==> config.mk <==
export PLATFORM = sky130hd
export DESIGN_NAME = otp_fuse_ctrl
export DESIGN_NICKNAME = d
export VERILOG_FILES = /design/src/rtl/otp_pkg.sv /design/src/rtl/otp_shadow.sv /design/src/rtl/otp_regs.sv /design/src/rtl/otp_seq.sv /design/src/rtl/otp_fuse_ctrl.sv
export SDC_FILE = /design/constraint.sdc
export NUM_CORES = 1
export LEC_CHECK = 0
export BUFFER_PORTS_ARGS = -buffer_cell sky130_fd_sc_hd__buf_2
export CAP_MARGIN = 30
export CORE_MARGIN = 1
export CORE_UTILIZATION = 45
export DETAILED_ROUTE_END_ITERATION = 6
export PLACE_DENSITY_LB_ADDON = 0.1
export SLEW_MARGIN = 5
export SYNTH_ARGS = -nofsm -noshare
export SYNTH_HDL_FRONTEND = slang
export SYNTH_HIERARCHICAL = 1
export SYNTH_SLANG_ARGS = --single-unit
==> constraint.sdc <==
create_clock -name clk -period 5.5 [get_ports clk]
set_input_delay 1.1 -clock clk [delete_from_list [all_inputs] [get_ports clk]]
set_output_delay 1.1 -clock clk [all_outputs]
set_load 0.01 [all_outputs]
==> src/rtl/otp_pkg.sv <==
package otp_pkg;
  localparam int BUSY_BIT   = 8;
  localparam int ERR_BIT    = 9;
  localparam int OPEN_BIT   = 12;
  localparam int KEY_LSB    = 16;
  localparam int KEY_W      = 16;
  localparam int OFF_CTRL   = 'h000;
  localparam int OFF_SET    = 'h004;
  localparam int OFF_CLR    = 'h008;
  localparam int OFF_DATA   = 'h010;
  localparam int OFF_SHADOW = 'h020;
  localparam int SH_STRIDE_LOG2 = 4;

  typedef enum logic [2:0] {
    SQ_IDLE,
    SQ_WAIT,
    SQ_SENSE,
    SQ_PROG,
    SQ_POST
  } seq_state_e;
endpackage

==> src/rtl/otp_shadow.sv <==
module otp_shadow #(
  parameter int DW = 32,
  parameter int NW = 16,
  localparam int IW = $clog2(NW)
) (
  input  logic          clk,
  input  logic          we,
  input  logic [IW-1:0] widx,
  input  logic [DW-1:0] wdata,
  input  logic [IW-1:0] ridx,
  output logic [DW-1:0] rdata
);
  logic [DW-1:0] mem [NW];

  always_ff @(posedge clk) begin
    if (we) mem[widx] <= wdata;
    rdata <= mem[ridx];
  end
endmodule

==> src/rtl/otp_regs.sv <==
module otp_regs
  import otp_pkg::*;
#(
  parameter int          DW   = 32,
  parameter int          AW   = 10,
  parameter int          FA_W = 4,
  parameter logic [15:0] KEY  = 16'h3E77
) (
  input  logic            clk,
  input  logic            rst,
  input  logic [AW-1:0]   bus_addr,
  input  logic            bus_we,
  input  logic [DW-1:0]   bus_wdata,
  input  logic            seq_idle,
  input  logic            seq_busy,
  input  logic            prog_fail,
  output logic [DW-1:0]   ctrl_word,
  output logic [DW-1:0]   data_q,
  output logic            open_go,
  output logic            prog_go,
  output logic [FA_W-1:0] prog_addr,
  output logic [DW-1:0]   prog_mask
);
  logic [FA_W-1:0]  fa_q, nxt_fa;
  logic             open_q, nxt_open;
  logic [KEY_W-1:0] key_q, nxt_key;
  logic             err_q;
  logic             wr_ctrl, wr_set, wr_clr, wr_data;
  logic             open_req, open_refuse, prog_ok;

  assign wr_ctrl = bus_we && (bus_addr == AW'(OFF_CTRL));
  assign wr_set  = bus_we && (bus_addr == AW'(OFF_SET));
  assign wr_clr  = bus_we && (bus_addr == AW'(OFF_CLR));
  assign wr_data = bus_we && (bus_addr == AW'(OFF_DATA));

  always_comb begin
    nxt_fa   = fa_q;
    nxt_open = open_q;
    nxt_key  = key_q;
    if (wr_ctrl) begin
      nxt_fa   = bus_wdata[FA_W-1:0];
      nxt_open = bus_wdata[OPEN_BIT];
      nxt_key  = bus_wdata[KEY_LSB +: KEY_W];
    end else if (wr_set) begin
      nxt_fa   = fa_q | bus_wdata[FA_W-1:0];
      nxt_open = open_q | bus_wdata[OPEN_BIT];
      nxt_key  = key_q | bus_wdata[KEY_LSB +: KEY_W];
    end else if (wr_clr) begin
      nxt_fa   = fa_q & ~bus_wdata[FA_W-1:0];
      nxt_open = open_q & ~bus_wdata[OPEN_BIT];
      nxt_key  = key_q & ~bus_wdata[KEY_LSB +: KEY_W];
    end
  end

  assign open_req    = nxt_open && !open_q;
  assign open_refuse = open_req && !seq_idle;
  assign open_go     = open_req && seq_idle;
  assign prog_ok     = (key_q == KEY) && !open_q && seq_idle;
  assign prog_go     = wr_data && prog_ok;
  assign prog_addr   = fa_q;
  assign prog_mask   = bus_wdata;

  always_ff @(posedge clk) begin
    if (rst) begin
      fa_q   <= '0;
      open_q <= 1'b0;
      key_q  <= '0;
      err_q  <= 1'b0;
      data_q <= '0;
    end else begin
      fa_q   <= nxt_fa;
      open_q <= open_refuse ? open_q : nxt_open;
      key_q  <= wr_data ? '0 : nxt_key;
      if (wr_data) data_q <= bus_wdata;
      if (open_refuse || (wr_data && !prog_ok) || prog_fail)
        err_q <= 1'b1;
      else if (wr_clr && bus_wdata[ERR_BIT])
        err_q <= 1'b0;
    end
  end

  always_comb begin
    ctrl_word                   = '0;
    ctrl_word[FA_W-1:0]         = fa_q;
    ctrl_word[BUSY_BIT]         = seq_busy;
    ctrl_word[ERR_BIT]          = err_q;
    ctrl_word[OPEN_BIT]         = open_q;
    ctrl_word[KEY_LSB +: KEY_W] = key_q;
  end

  AST_ERR_STICKY: assert property (@(posedge clk) disable iff (rst)
    (err_q && !(wr_clr && bus_wdata[ERR_BIT])) |=> err_q);
  AST_FAIL_SETS_ERR: assert property (@(posedge clk) disable iff (rst)
    prog_fail |=> err_q);
  AST_LAUNCH_LEAVES_IDLE: assert property (@(posedge clk) disable iff (rst)
    prog_go |=> !seq_idle);
endmodule

==> src/rtl/otp_seq.sv <==
module otp_seq
  import otp_pkg::*;
#(
  parameter int DW         = 32,
  parameter int NW         = 16,
  parameter int OPEN_DELAY = 3,
  parameter int POST_CYC   = 4,
  localparam int FA_W  = $clog2(NW),
  localparam int MAXC  = (OPEN_DELAY > POST_CYC) ? OPEN_DELAY : POST_CYC,
  localparam int CW    = $clog2(MAXC + 1)
) (
  input  logic            clk,
  input  logic            rst,
  input  logic            open_go,
  input  logic            prog_go,
  input  logic [FA_W-1:0] prog_addr,
  input  logic [DW-1:0]   prog_mask,
  input  logic            fuse_ack,
  input  logic            fuse_fail,
  input  logic [DW-1:0]   fuse_rdata,
  output logic            seq_idle,
  output logic            busy,
  output logic            fuse_req,
  output logic            fuse_prog,
  output logic [FA_W-1:0] fuse_addr,
  output logic [DW-1:0]   fuse_wmask,
  output logic            sh_we,
  output logic [FA_W-1:0] sh_idx,
  output logic [DW-1:0]   sh_wdata,
  output logic            prog_fail
);
  seq_state_e    state;
  logic [CW-1:0] cnt;

  always_ff @(posedge clk) begin
    if (rst) begin
      state      <= SQ_IDLE;
      cnt        <= '0;
      fuse_req   <= 1'b0;
      fuse_prog  <= 1'b0;
      fuse_addr  <= '0;
      fuse_wmask <= '0;
    end else begin
      unique case (state)
        SQ_IDLE: begin
          if (open_go) begin
            state <= SQ_WAIT;
            cnt   <= CW'(OPEN_DELAY - 1);
          end else if (prog_go) begin
            state      <= SQ_PROG;
            fuse_req   <= 1'b1;
            fuse_prog  <= 1'b1;
            fuse_addr  <= prog_addr;
            fuse_wmask <= prog_mask;
          end
        end
        SQ_WAIT: begin
          if (cnt == '0) begin
            state     <= SQ_SENSE;
            fuse_req  <= 1'b1;
            fuse_prog <= 1'b0;
            fuse_addr <= '0;
          end else begin
            cnt <= cnt - 1'b1;
          end
        end
        SQ_SENSE: begin
          if (fuse_ack) begin
            if (fuse_addr == FA_W'(NW - 1)) begin
              fuse_req <= 1'b0;
              state    <= SQ_IDLE;
            end else begin
              fuse_addr <= fuse_addr + 1'b1;
            end
          end
        end
        SQ_PROG: begin
          if (fuse_ack) begin
            fuse_req <= 1'b0;
            state    <= SQ_POST;
            cnt      <= CW'(POST_CYC - 1);
          end
        end
        SQ_POST: begin
          if (cnt == '0) state <= SQ_IDLE;
          else           cnt   <= cnt - 1'b1;
        end
        default: state <= SQ_IDLE;
      endcase
    end
  end

  assign seq_idle  = (state == SQ_IDLE);
  assign busy      = (state == SQ_SENSE) || (state == SQ_PROG) || (state == SQ_POST);
  assign sh_we     = (state == SQ_SENSE) && fuse_ack;
  assign sh_idx    = fuse_addr;
  assign sh_wdata  = fuse_rdata;
  assign prog_fail = (state == SQ_PROG) && fuse_ack && fuse_fail;

  AST_OPEN_QUIET: assert property (@(posedge clk) disable iff (rst)
    (seq_idle && open_go) |=> !busy);
  AST_REQ_STABLE: assert property (@(posedge clk) disable iff (rst)
    (fuse_req && !fuse_ack) |=> (fuse_req && $stable(fuse_addr) && $stable(fuse_prog)));
  AST_SHADOW_SENSE_ONLY: assert property (@(posedge clk) disable iff (rst)
    sh_we |-> !fuse_prog);
endmodule

==> src/rtl/otp_fuse_ctrl.sv <==
module otp_fuse_ctrl
  import otp_pkg::*;
#(
  parameter int          DW         = 32,
  parameter int          AW         = 10,
  parameter int          NW         = 16,
  parameter int          OPEN_DELAY = 3,
  parameter int          POST_CYC   = 4,
  parameter logic [15:0] UNLOCK_KEY = 16'h3E77,
  localparam int FA_W = $clog2(NW)
) (
  input  logic            clk,
  input  logic            rst,
  input  logic [AW-1:0]   bus_addr,
  input  logic            bus_we,
  input  logic [DW-1:0]   bus_wdata,
  output logic [DW-1:0]   bus_rdata,
  output logic            fuse_req,
  output logic            fuse_prog,
  output logic [FA_W-1:0] fuse_addr,
  output logic [DW-1:0]   fuse_wmask,
  input  logic            fuse_ack,
  input  logic            fuse_fail,
  input  logic [DW-1:0]   fuse_rdata
);
  logic [DW-1:0]   ctrl_word, data_q, sh_q, reg_val, rd_reg_q;
  logic            open_go, prog_go, seq_idle, seq_busy, prog_fail;
  logic [FA_W-1:0] prog_addr, sh_idx, rd_idx;
  logic [DW-1:0]   prog_mask, sh_wdata;
  logic            sh_we, is_sh, rd_sh_q;
  logic [AW-1:0]   sh_off;

  otp_regs #(.DW(DW), .AW(AW), .FA_W(FA_W), .KEY(UNLOCK_KEY)) u_regs (
    .clk(clk), .rst(rst), .bus_addr(bus_addr), .bus_we(bus_we), .bus_wdata(bus_wdata),
    .seq_idle(seq_idle), .seq_busy(seq_busy), .prog_fail(prog_fail),
    .ctrl_word(ctrl_word), .data_q(data_q), .open_go(open_go), .prog_go(prog_go),
    .prog_addr(prog_addr), .prog_mask(prog_mask)
  );

  otp_seq #(.DW(DW), .NW(NW), .OPEN_DELAY(OPEN_DELAY), .POST_CYC(POST_CYC)) u_seq (
    .clk(clk), .rst(rst), .open_go(open_go), .prog_go(prog_go),
    .prog_addr(prog_addr), .prog_mask(prog_mask),
    .fuse_ack(fuse_ack), .fuse_fail(fuse_fail), .fuse_rdata(fuse_rdata),
    .seq_idle(seq_idle), .busy(seq_busy), .fuse_req(fuse_req), .fuse_prog(fuse_prog),
    .fuse_addr(fuse_addr), .fuse_wmask(fuse_wmask),
    .sh_we(sh_we), .sh_idx(sh_idx), .sh_wdata(sh_wdata), .prog_fail(prog_fail)
  );

  assign sh_off = bus_addr - AW'(OFF_SHADOW);
  assign is_sh  = (bus_addr >= AW'(OFF_SHADOW)) &&
                  (sh_off[SH_STRIDE_LOG2-1:0] == '0) &&
                  ((sh_off >> SH_STRIDE_LOG2) < AW'(NW));
  assign rd_idx = FA_W'(sh_off >> SH_STRIDE_LOG2);

  otp_shadow #(.DW(DW), .NW(NW)) u_shadow (
    .clk(clk), .we(sh_we), .widx(sh_idx), .wdata(sh_wdata),
    .ridx(rd_idx), .rdata(sh_q)
  );

  always_comb begin
    reg_val = '0;
    if (bus_addr == AW'(OFF_CTRL) || bus_addr == AW'(OFF_SET) || bus_addr == AW'(OFF_CLR))
      reg_val = ctrl_word;
    else if (bus_addr == AW'(OFF_DATA))
      reg_val = data_q;
  end

  always_ff @(posedge clk) begin
    if (rst) begin
      rd_sh_q  <= 1'b0;
      rd_reg_q <= '0;
    end else begin
      rd_sh_q  <= is_sh;
      rd_reg_q <= reg_val;
    end
  end

  assign bus_rdata = rd_sh_q ? sh_q : rd_reg_q;

  AST_PROG_BANKS_CLOSED: assert property (@(posedge clk) disable iff (rst)
    (fuse_req && fuse_prog) |-> !ctrl_word[OPEN_BIT]);
endmodule

# Word level (Yosys, flattened, before mapping)
# Memories as Yosys holds them, arrays and structs flattened. A register that Yosys moved wholly into a read port is not among the register bits.
# Cells that the tools add are included.
# totals
ff_bits	131
ramBits	512
out_inout_bits	70
wordCells	139
mem_count	1
# classes
n_addsub	3
order_cmp	2
eq_ne	20
mux	43
bitwise	11
reduce_logical	45
# memory_table
name	words	word_bits	rd	rd_ports_with_merged_regs	wr	line	source
u_shadow.mem	16	32	1	1	1	otp_shadow.sv:13	logic [DW-1:0] mem [NW];
# op_table
operator	n
32-bit 2-to-1 mux	3
16-bit 2-to-1 mux	3
4-bit 2-to-1 mux	8
3-bit 2-to-1 mux	10
1-bit logical AND	17
16-bit AND	1
16-bit by 14-bit == test with 1-bit output, second input constant	1
16-bit NOT	1
16-bit OR	1
3-bit one-hot mux with 5 select lines	1
1-bit 2-to-1 mux	14
2-bit inequality test, second input constant	7
4-bit one-hot mux with 3 select lines	1
6-bit AND reduction	2
10-bit by 3-bit == test with 1-bit output, second input constant	1
10-bit by 4-bit == test with 1-bit output, second input constant	1
10-bit by 5-bit == test with 1-bit output, second input constant	1
10-bit by 6-bit >= comparator with 1-bit output, second input constant	1
10-bit logical NOT	1
10-bit by 6-bit subtractor with 10-bit output, second input constant	1
3-bit one-hot mux with 3 select lines	1
3-bit nonzero test	3
4-bit AND reduction	2
7-bit AND reduction	1
other kinds (26)	41

# Logic depth before layout (Yosys ltp)
# logic_depth
depth_word	10
ltp_mapped	10

# Hierarchy
# The synthesis kept the hierarchy.
# by_module_without_submodules
module	n_inst	cells_each	area_each_um2
otp_shadow	1	838	19835.3
otp_regs	1	334	2698.8
otp_seq	1	287	2248.4
otp_fuse_ctrl	1	164	1746.7

# Worst setup path before layout
# No wires, ideal clock.
# synth_path
path_kind	input-to-reg
startpoint	input port fuse_ack
endpoint	memory u_shadow.mem[0][0], enable pin
arrival_time_ps	3992
required_ps	5039
setup_slack_ps	1047
path_stages	3
cell_sequence	and3_1 or3b_2 nor3_1
# synth_via
elab_chain_cells	3
# synth_rtl
element	line	source
start, declared	otp_fuse_ctrl.sv:22	input logic fuse_ack,
1-bit logical AND	otp_seq.sv:95	assign sh_we = (state == SQ_SENSE) && fuse_ack;
1-bit 2-to-1 mux	otp_shadow.sv:16	if (we) mem[widx] <= wdata;
1-bit 2-to-1 mux (implied by the code)	otp_shadow.sv:16	
end, declared	otp_shadow.sv:13	
# No other way between the ends.

# Worst setup path after layout
# layout_path
startpoint	register u_seq.state[1]
endpoint	memory u_shadow.mem[3][18], enable pin
# layout_via
elab_chain_cells	4
# layout_rtl
element	line	source
start, declared	otp_seq.sv:32	seq_state_e state;
start signal, assigned	otp_seq.sv:37	state <= SQ_IDLE;
start signal, assigned	otp_seq.sv:47	state <= SQ_WAIT;
start signal, assigned	otp_seq.sv:50	state <= SQ_PROG;
3-bit by 2-bit == test with 1-bit output	otp_seq.sv:95	
1-bit logical AND	otp_seq.sv:95	
net sh_we	otp_fuse_ctrl.sv:30	logic sh_we, is_sh, rd_sh_q;
1-bit 2-to-1 mux	otp_shadow.sv:16	
1-bit 2-to-1 mux (implied by the code)	otp_shadow.sv:16	
# The timed path passes the listed nets, and every way through them passes these cells.

==> results.json <==
{
  "status": "completed",
  "drive_gt1_share_pct": 27.03,
  "clkLatencyLatePin_ns": 0.61,
  "root_buffer": "clkbuf_16",
  "setup_viol": 0,
  "grt-ovfl-total": 0,
  "cts_buffers": 72,
  "endpoint_kind": "flop",
  "hold_buffers": 0,
  "final_common_cell": "edfxtp_1",
  "slew_headroom_pct": 33.34,
  "area_growth_syn_to_layout_pct": 12.61,
  "fin_crit_ns": 3.603,
  "io_pins": 149,
  "fin_setup_tns_ns": 0,
  "grt.total_usage_pct": 20.68,
  "slew_viol_final": 0,
  "antenna_found_initial": 8,
  "start_util_pct": 45.72,
  "hold_class": "flop to flop",
  "syn_area_per_cell_um2": 16.35,
  "synth-async-reset-ratio_pct": 0,
  "utilization_pct": 51.49,
  "num_rows": 88,
  "globalplace.congestion": 0.7971,
  "io_buffer_count": 148,
  "finalCritPeriodShare_pct": 65.51,
  "clockBufferDepth": 3,
  "r2r_end": "u_shadow/mem[3][18]",
  "worstPathArrival_ns": 3.88,
  "remaining_drc_errors": 0,
  "vias_per_cell": 5.625,
  "nFillCells": 4775,
  "use_met3_pct": 3.389,
  "fin_nets": 1792,
  "use_met1_pct": 29.67,
  "ir_drop_mv": 0.2354,
  "die_w_um": 244.8,
  "post_cts_resized": 0,
  "yosys_register_bits": 675,
  "grt_pass1_wl_um": 91420,
  "ant_nets": 0,
  "vias": 14240,
  "critPathKind": "flop to flop",
  "die_h_um": 244.8,
  "syn_inst": 1623,
  "synth_edf_count": 512,
  "whs_ns": 0.4508,
  "clock_sinks": 675,
  "power_density_mw_per_mm2": 357.4,
  "worstMarginPinSlew_ns": 0.9976,
  "cts_setup_buffers": 0,
  "hold_depth": 2,
  "mostFrequentLayoutCells": "edfxtp_1 (512), nand2_1 (209), dfxtp_1 (162)",
  "grt_pass1_vias": 14330,
  "hold_viol_final": 0,
  "register_area_mm2": 0.01864,
  "worstPathRequired_ns": 5.78,
  "critPathLaunchType": "flop",
  "use_met2_pct": 32.51,
  "wl_per_cell_um": 24.17,
  "dp_hpwl_um": 35310,
  "ys_types": 67,
  "grt.busiest_layer": "met2",
  "final.setup_skew_ns": 0.02085,
  "r2r_slack_ns": 1.90,
  "core_area_mm2": 0.05803,
  "crit_fanout": 20,
  "cts_tree": "done",
  "critPathLaunch": "u_seq/state[1]",
  "drv_cap": 0,
  "grt_max_degree": 90,
  "synthFlopType": "edfxtp_1",
  "worstHoldStart": "u_seq/fuse_wmask[3]",
  "ys.warnings.count": 6,
  "first_pass_iters": 6,
  "dieArea_mm2": 0.05993,
  "grt_setup_unrepaired": "no",
  "power.total_mw": 10.68,
  "routed_wl_um": 61180,
  "fmax_ghz": 0.2776,
  "min_to": "u_seq/fuse_wmask[3]",
  "synth_area_mm2": 0.02653,
  "h-tree-depth": 3,
  "drtIter0Drc": 1149,
  "r2r-start": "u_seq/state[1]",
  "seq_area_frac_synth_pct": 70.25,
  "leakagePower_nw": 9.811,
  "multi_input_area_mm2": 0.006832,
  "rr_worst_depth": 5,
  "clkTransAtPathRegs_ns": 0.06
}
==> flip-flops by register name (all words and copies together) (netlist names), named ones only <==
name,cells
u_regs/err_q,1
u_seq/fuse_wmask,32
u_seq/fuse_prog,1
u_shadow/mem,512
rd_reg_q,32
u_seq/fuse_addr,4
u_seq/cnt,3
rd_sh_q,1
u_regs/open_q,1
u_regs/data_q,32
u_shadow/rdata,32
u_seq/state,3
u_seq/fuse_req,1
==> final cells by class <==
cell class                 instances  share of cell area [%]
antenna                            1                0.008376
clock buffer                     102                   6.785
clock inverter                    28                  0.9130
inverter                          13                  0.1717
multi-input combinational        764                   22.87
sequential                       675                   62.39
tap                              765                   3.204
timing repair buffer             183                   3.660
==> routing by layer <==
metal	routed length (um)	vias to the layer above	part of all wire, %
li1	-	6352	-
met1	27910	7388	46
met2	28770	407	47
met3	3194	86	5.2
met4	1272	4	2.1
met5	26	-	0.042
==> cells in the mapped netlist, types with 13 or more instances <==
master | number | area (um^2)
mux4_2 | 128 | 2883
clkbuf_1 | 39 | 146.4
a21oi_1 | 84 | 420.4
nand2_1 | 209 | 784.5
nand3b_1 | 24 | 180.2
buf_4 | 95 | 713.2
a32oi_1 | 31 | 271.5
mux2_2 | 17 | 191.4
edfxtp_1 | 512 | 15370
buf_2 | 21 | 105.1
a22oi_1 | 64 | 480.5
mux2_1 | 15 | 168.9
a31oi_1 | 13 | 81.33
dfxtp_1 | 163 | 3263
nor2_1 | 55 | 206.5
==> through the flow <==
stage / cell area, um^2 / worst slack, ns / std cells
floorplan: 26560 / 1.047 / 1631
global placement: 27470 / 1.589 / 2395
detailed placement: 27570 / 1.766 / 2400
CTS: 29870 / 1.860 / 2530
global route: 29870 / 1.729 / 2530
finish: 29870 / 1.897 / 2531
==> critical path, stage by stage (launching register included) <==
cell     delay [ns]
dfxtp_1        0.77
nor2b_1        0.44
and3_1         0.28
or3b_2         0.59
nor2_4         0.77
buf_4          0.42
==> how the worst max path moves through the flow <==
stage | end | slack (ns) | cells past startpoint
after CTS | u_shadow/mem[3][10] | 1.86 | 5
after detailed placement | u_shadow/rdata[25] | 1.77 | 8
after global routing | u_shadow/mem[3][18] | 1.73 | 5
after global placement | u_shadow/rdata[9] | 1.59 | 7
final | u_shadow/mem[3][18] | 1.90 | 5
after floorplan | u_shadow/mem[0][0] | 1.05 | 3
==> logic make-up (layout without fill, tap and decap cells) <==
logic type               Yosys count  count (layout)  share of synthesized area (%)
AO/OA/AOI/OAI                    227             227                          6.103
XOR/XNOR                           3               3                        0.09906
adder cells (fa/ha/maj)            4               4                         0.1887
buffers and inverters            192             326                          4.613
flip-flops                       675             675                          70.25
multiplexers                     160             160                          12.22
other                              1              10                        0.01414
AND/OR/NAND/NOR                  361             361                          6.504
==> power by group <==
part	internal (mW)	switching (mW)
combinational	0.157	0.259
sequential	5.51	0.0410
clock	2.80	1.90
total	8.47	2.20
(Power assumes the default switching activity.)
